File: src/rtl/lrd_pkg.sv
package lrd_pkg;
  localparam logic [1:0] XCVR_OUT = 2'b01;
  localparam logic [1:0] XCVR_OFF = 2'b10;

  typedef enum logic [2:0] {
    ST_IDLE,
    ST_ARM,
    ST_PREP,
    ST_FETCH,
    ST_DRIVE,
    ST_WAITFALL,
    ST_HOLD
  } lrd_state_e;
endpackage

File: src/rtl/lrd_rst_sync.sv
module lrd_rst_sync (
  input  logic clk,
  input  logic rst_n,
  output logic rst_sync_n
);
  logic [1:0] chain_q;

  always_ff @(posedge clk or negedge rst_n) begin
    if (!rst_n) chain_q <= 2'b00;
    else        chain_q <= {chain_q[0], 1'b1};
  end

  assign rst_sync_n = chain_q[1];
endmodule

File: src/rtl/lrd_phase_timer.sv
module lrd_phase_timer #(
  parameter int CNT_W = 8
) (
  input  logic             clk,
  input  logic             rst_n,
  input  logic             phi0_raw,
  output logic             phi_hi,
  output logic [CNT_W-1:0] cnt
);
  localparam logic [CNT_W-1:0] CNT_MAX = '1;

  logic sync1_q, sync2_q, dly_q;
  logic [CNT_W-1:0] cnt_q, cnt_d;
  logic rise;

  // Two synchronizer stages followed by one delay stage for edge detect
  always_ff @(posedge clk or negedge rst_n) begin
    if (!rst_n) begin
      sync1_q <= 1'b0;
      sync2_q <= 1'b0;
      dly_q   <= 1'b0;
    end else begin
      sync1_q <= phi0_raw;
      sync2_q <= sync1_q;
      dly_q   <= sync2_q;
    end
  end

  assign rise = sync2_q & ~dly_q;

  always_comb begin
    if (rise)                cnt_d = CNT_W'(1);
    else if (cnt_q != CNT_MAX) cnt_d = cnt_q + CNT_W'(1);
    else                     cnt_d = cnt_q;
  end

  always_ff @(posedge clk or negedge rst_n) begin
    if (!rst_n) cnt_q <= CNT_MAX;
    else        cnt_q <= cnt_d;
  end

  assign phi_hi = sync2_q;
  assign cnt    = cnt_q;
endmodule

File: src/rtl/lrd_seq.sv
module lrd_seq
  import lrd_pkg::*;
#(
  parameter int CNT_W    = 8,
  parameter int T_XCVR   = 40,
  parameter int T_OE     = 104,
  parameter int T_FETCH  = 105,
  parameter int T_DRIVE  = 106,
  parameter int HOLD_CYC = 3
) (
  input  logic             clk,
  input  logic             rst_n,
  input  logic             trigger,
  input  logic             dev_sel_n,
  input  logic             phi_hi,
  input  logic [CNT_W-1:0] cnt,
  output logic             busy,
  output logic [1:0]       xcvr_ctl,
  output logic             pins_oe,
  output logic             step_accept,
  output logic             step_ones,
  output logic             step_fetch,
  output logic             step_drive,
  output logic             step_release
);
  localparam int HOLD_W = $clog2(HOLD_CYC + 2);
  localparam logic [CNT_W-1:0]  TX_C = CNT_W'(T_XCVR);
  localparam logic [CNT_W-1:0]  TO_C = CNT_W'(T_OE);
  localparam logic [CNT_W-1:0]  TF_C = CNT_W'(T_FETCH);
  localparam logic [CNT_W-1:0]  TD_C = CNT_W'(T_DRIVE);
  localparam logic [HOLD_W-1:0] TH_C = HOLD_W'(HOLD_CYC);

  lrd_state_e        state_q, state_d;
  logic [HOLD_W-1:0] hold_q, hold_d;
  logic              busy_q, busy_d, oe_q, oe_d;
  logic [1:0]        xcvr_q, xcvr_d;

  always_comb begin
    state_d      = state_q;
    hold_d       = hold_q;
    busy_d       = busy_q;
    oe_d         = oe_q;
    xcvr_d       = xcvr_q;
    step_accept  = 1'b0;
    step_ones    = 1'b0;
    step_fetch   = 1'b0;
    step_drive   = 1'b0;
    step_release = 1'b0;
    unique case (state_q)
      ST_IDLE: if (trigger && !dev_sel_n) begin
        state_d     = ST_ARM;
        busy_d      = 1'b1;
        step_accept = 1'b1;
      end
      ST_ARM: if (cnt >= TX_C) begin
        state_d   = ST_PREP;
        xcvr_d    = XCVR_OUT;
        step_ones = 1'b1;
      end
      ST_PREP: if (cnt >= TO_C) begin
        state_d = ST_FETCH;
        oe_d    = 1'b1;
      end
      ST_FETCH: if (cnt >= TF_C) begin
        state_d    = ST_DRIVE;
        step_fetch = 1'b1;
      end
      ST_DRIVE: if (cnt >= TD_C) begin
        state_d    = ST_WAITFALL;
        step_drive = 1'b1;
      end
      ST_WAITFALL: if (!phi_hi) begin
        state_d = ST_HOLD;
        hold_d  = '0;
      end
      ST_HOLD: begin
        if (hold_q == TH_C) begin
          state_d      = ST_IDLE;
          busy_d       = 1'b0;
          oe_d         = 1'b0;
          xcvr_d       = XCVR_OFF;
          step_release = 1'b1;
        end else begin
          hold_d = hold_q + HOLD_W'(1);
        end
      end
      default: state_d = ST_IDLE;
    endcase
  end

  always_ff @(posedge clk or negedge rst_n) begin
    if (!rst_n) begin
      state_q <= ST_IDLE;
      hold_q  <= '0;
      busy_q  <= 1'b0;
      oe_q    <= 1'b0;
      xcvr_q  <= XCVR_OFF;
    end else begin
      state_q <= state_d;
      hold_q  <= hold_d;
      busy_q  <= busy_d;
      oe_q    <= oe_d;
      xcvr_q  <= xcvr_d;
    end
  end

  assign busy     = busy_q;
  assign pins_oe  = oe_q;
  assign xcvr_ctl = xcvr_q;
endmodule

File: src/rtl/lrd_out_stage.sv
module lrd_out_stage #(
  parameter int DATA_W = 8
) (
  input  logic              clk,
  input  logic              rst_n,
  input  logic              step_accept,
  input  logic              step_ones,
  input  logic              step_fetch,
  input  logic              step_drive,
  input  logic              step_release,
  input  logic              q_empty,
  input  logic [DATA_W-1:0] q_data,
  output logic              q_pop,
  output logic [DATA_W-1:0] data_out,
  output logic              underrun
);
  logic [DATA_W-1:0] out_q, out_d, stage_q, stage_d;
  logic              ur_q, ur_d;
  logic              stage_en;

  assign stage_en = step_fetch;
  assign q_pop    = step_fetch & ~q_empty;

  always_comb begin
    out_d = out_q;
    if (step_release)    out_d = '0;
    else if (step_ones)  out_d = '1;
    else if (step_drive) out_d = stage_q;

    stage_d = q_empty ? out_q : q_data;

    ur_d = ur_q;
    if (step_accept)     ur_d = 1'b0;
    else if (step_fetch) ur_d = q_empty;
  end

  always_ff @(posedge clk or negedge rst_n) begin
    if (!rst_n) begin
      out_q   <= '0;
      stage_q <= '0;
      ur_q    <= 1'b0;
    end else begin
      out_q <= out_d;
      ur_q  <= ur_d;
      if (stage_en) stage_q <= stage_d;
    end
  end

  assign data_out = out_q;
  assign underrun = ur_q;
endmodule

File: src/rtl/late_read_driver.sv
module late_read_driver #(
  parameter int DATA_W   = 8,
  parameter int T_XCVR   = 40,
  parameter int T_OE     = 104,
  parameter int T_FETCH  = 105,
  parameter int T_DRIVE  = 106,
  parameter int HOLD_CYC = 3
) (
  input  logic              clk,
  input  logic              rst_n,
  input  logic              phi0,
  input  logic              trigger,
  input  logic              dev_sel_n,
  input  logic              q_empty,
  input  logic [DATA_W-1:0] q_data,
  output logic              q_pop,
  output logic              busy,
  output logic [1:0]        xcvr_ctl,
  output logic              pins_oe,
  output logic [DATA_W-1:0] data_out,
  output logic              underrun
);
  localparam int CNT_W = $clog2(T_DRIVE + 2);

  logic             rst_sync_n;
  logic             phi_hi;
  logic [CNT_W-1:0] cnt;
  logic             step_accept, step_ones, step_fetch, step_drive, step_release;

  lrd_rst_sync u_rst (
    .clk        (clk),
    .rst_n      (rst_n),
    .rst_sync_n (rst_sync_n)
  );

  lrd_phase_timer #(.CNT_W(CNT_W)) u_timer (
    .clk      (clk),
    .rst_n    (rst_sync_n),
    .phi0_raw (phi0),
    .phi_hi   (phi_hi),
    .cnt      (cnt)
  );

  lrd_seq #(
    .CNT_W    (CNT_W),
    .T_XCVR   (T_XCVR),
    .T_OE     (T_OE),
    .T_FETCH  (T_FETCH),
    .T_DRIVE  (T_DRIVE),
    .HOLD_CYC (HOLD_CYC)
  ) u_seq (
    .clk          (clk),
    .rst_n        (rst_sync_n),
    .trigger      (trigger),
    .dev_sel_n    (dev_sel_n),
    .phi_hi       (phi_hi),
    .cnt          (cnt),
    .busy         (busy),
    .xcvr_ctl     (xcvr_ctl),
    .pins_oe      (pins_oe),
    .step_accept  (step_accept),
    .step_ones    (step_ones),
    .step_fetch   (step_fetch),
    .step_drive   (step_drive),
    .step_release (step_release)
  );

  lrd_out_stage #(.DATA_W(DATA_W)) u_out (
    .clk          (clk),
    .rst_n        (rst_sync_n),
    .step_accept  (step_accept),
    .step_ones    (step_ones),
    .step_fetch   (step_fetch),
    .step_drive   (step_drive),
    .step_release (step_release),
    .q_empty      (q_empty),
    .q_data       (q_data),
    .q_pop        (q_pop),
    .data_out     (data_out),
    .underrun     (underrun)
  );
endmodule

File: config.mk
export PLATFORM = sky130hd
export DESIGN_NAME = late_read_driver
export DESIGN_NICKNAME = d
export VERILOG_FILES = /design/src/rtl/lrd_pkg.sv /design/src/rtl/lrd_rst_sync.sv /design/src/rtl/lrd_phase_timer.sv /design/src/rtl/lrd_seq.sv /design/src/rtl/lrd_out_stage.sv /design/src/rtl/late_read_driver.sv
export SDC_FILE = /design/constraint.sdc
export NUM_CORES = 1
export LEC_CHECK = 0
export ABC_AREA = 1
export ABC_CLOCK_PERIOD_IN_PS = 1200
export BUFFER_PORTS_ARGS = -buffer_cell sky130_fd_sc_hd__buf_2
export CAP_MARGIN = 20
export CORE_MARGIN = 3
export CORE_UTILIZATION = 46
export DETAILED_ROUTE_END_ITERATION = 10
export PLACE_DENSITY = 0.69
export SYNTH_ARGS = -nofsm -noshare
export SYNTH_HDL_FRONTEND = slang
export SYNTH_SLANG_ARGS = --single-unit
File: constraint.sdc
create_clock -name clk -period 1.2 [get_ports clk]
set_clock_uncertainty 0.05 [all_clocks]
set_input_delay 0.06 -clock clk [delete_from_list [all_inputs] [get_ports clk]]
set_output_delay 0.06 -clock clk [all_outputs]
set_load 0.02 [all_outputs]
==> out/results.ini <==
[timing]
setup_viol=35
hold_viol=0
finalCritPeriodShare=1.437
rsz0062_at_grt=yes
finalCriticalPeriod_ps=1724
setup_slack_ps=-524.1
holdWs_ps=29.77
fmax_mhz=580.0
slew_viol_final=0

[power]
p_switching_mw=1.869
p_comb_frac=0.453
leakagePower_nw=1.530
intPower_mw=3.060
seqPwrFrac=0.361
clockPowerShare=0.186
swShare=0.3791
total_power_mw=4.929
ir_worst_vdd_v=0.001049
power_density_nw_per_um2=1651

[floorplanning]
die_w_um=72.85
start_util=0.4961
dieHeight_um=72.85
dieArea_um2=5307
core_area_um2=4144
io_pins=28
placementRows=23

[clock_network]
clk_latency_ps=290
clk_pin_slew_ps=70
cts-root-buf=clkbuf_8
htree_num_levels=2
clkSinkCount=39
clockBufferDepth=2
cts_buffers=5
cts_tree=done

[finish]
final_cell_mix=43 x nand2_1, 43 x buf_4, 29 x dfrtp_1
nNetsFinal=335
num_antenna_cells=0
drive_above_1_share=0.5426
nFillCells=309
finish.utilization=0.7204
layout.cells.non_filler=367
area_growth_pct=45.22
final_area_um2=2985

[run_status]
outcome=finished with violations
violations=setup timing

[critical_path]
crit_required_ps=1090
crit_arrival_ps=1610
cp-end-kind=output port
worstPathMaxFanout=3
crit_path_start_kind=flip-flop
critPathKind=reg -> out

[placement]
place.gp.congestion=0.7785
dp_cells=346
port_buffers=27
place_area_um2=2610
hpwl_um=3446

[yosys]
netlist_instances=236
synth.distinct_cells=34
seq_area_frac_synth=0.4796
synth_area_leaders=dfrtp_1 38%, nand2_1 11%, dfstp_2 10%, mux2_2 4.4%, nand4_1 4.0%
synth_top_area_share=0.3774
netlist_area_um2=2056
yosysTopAreaCell=dfrtp_1
syn_nets=255
synth_warnings=0
ys_ff_latch=39
synth.avg_cell_area_um2=8.711

[route]
drc=0
drt-initial-drc-count=112
ant_nets=0
via_count=1932
wirelength_um=5295
firstDrtPassIters=4
via_per_inst=5.264
routedWlPerCell_um=14.43

[hold_path]
hold_class=in -> async

[global_routing]
grt_max_degree=19
track_usage=0.2024
antenna_found_initial=0
grt.overflow.total=0
grt_pass1_vias=1777
grt_pass1_wl_um=8314

[flow_run]
drv_cap=0

==> area by class of cell <==
type	count	area, um^2	area share
flip-flops and latches	39	988.4	0.3311
inverters	28	115.1	0.03856
clock inverters	1	5.005	0.001676
well taps	50	62.56	0.02096
repair buffers	78	569.3	0.1907
multi-input cells	164	1159	0.3881
clock buffers	7	86.33	0.02892
==> registers in the layout, summed over array words and instances (netlist names) <==
signal / cells
u_seq.state_q: 3
u_timer.dly_q: 1
u_seq.xcvr_ctl: 2
u_seq.busy: 1
u_timer.cnt: 7
u_out.data_out: 8
u_timer.phi_hi: 1
u_out.stage_q: 8
u_rst.chain_q: 2
u_out.underrun: 1
u_timer.sync1_q: 1
u_seq.pins_oe: 1
u_seq.hold_q: 3
==> cell usage after synthesis (all sizes together) <==
cell type and instances:
nand4 14, or2 1, inv 28, o211a 1
dfstp 8, nand3 17, conb 1, xor2 1
clkbuf 1, nor2 23, buf 4, a31oi 1
nand2 65, a21oi 5, o21ai 17, ha 5
o21bai 1, mux2 8, dfrtp 31, a22o 1
nor3 2, a211oi 1
==> per-layer routing <==
layer / share of wire / up-vias / track usage / wire length, um
met1: 0.44 / 938 / 0.2671 / 2311
met5: 0 / - / 0 / 0
li1: - / 940 / - / -
met4: 0.016 / 0 / 0.06557 / 85
met2: 0.52 / 43 / 0.3377 / 2731
met3: 0.032 / 11 / 0.03581 / 168
==> worst paths after layout <==
| path | startpoint | endpoint | slack [ps] | cells after the start |
|---|---|---|---|---|
| max | u_timer.cnt[0] | q_pop | -520 | 8 |
| min | rst_n | u_rst.chain_q[1] | 30 | 2 |
| max reg2reg | u_timer.cnt[6] | u_seq.state_q[0] | -410 | 9 |
| min reg2reg | u_rst.chain_q[1] | u_seq.state_q[2] | 120 | 0 |
| max in group asynchronous | u_rst.chain_q[1] | u_out.data_out[3] | 520 | 1 |
| min in group clk | q_data[6] | u_out.stage_q[6] | 50 | 4 |
==> worst max-delay path, cell delays in order (launching register included) <==
cell and delay [ps]:
dfstp_2 570, ha_4 140, nand3_2 70, nor2_2 110, nor2_2 50, nand2_1 70
nand2_2 70, nor2_2 130, buf_6 120
==> per-stage QoR <==
| stage | setup TNS, ps | worst slack, ps |
|---|---|---|
| after floorplan | -6554 | -354.4 |
| after global placement | -8804 | -322.5 |
| after detailed placement | -9625 | -353.2 |
| after CTS | -10880 | -491.3 |
| after global routing | -15040 | -609.3 |
| final | -11620 | -524.1 |
==> power by group through the flow <==
stage	Clock [mW]	Sequential (mW)	Combinational, mW
floorplan	0	1.81	1.03
global placement	0	1.79	1.73
detailed placement	0	1.80	1.77
CTS	0.935	1.77	2.05
global route	0.972	1.81	2.45
finish	0.919	1.78	2.23
==> logic make-up (layout without fill, tap and decap cells) <==
family	count (synthesis)	after routing	synth area share
buffers and inverters	33	114	0.06938
flip-flops	39	39	0.4796
multiplexers	8	8	0.04382
AND/OR/NAND/NOR	122	122	0.2921
adder cells (fa/ha/maj)	5	5	0.03043
XOR/XNOR	1	1	0.004261
other	1	1	0.001824
AO/OA/AOI/OAI	27	27	0.07852
==> timing repair <==
item / in CTS / in global routing
pin swaps: 14 / 7
gates cloned: 0 / 0
hold endpoints to repair: 3 / 0
setup buffers: 6 / 6
hold buffers: 2 / 0
endpoints found under the setup margin: 35 / 35
gates resized for setup: 30 / 19
Note: power is estimated with default switching activity, not from simulation.
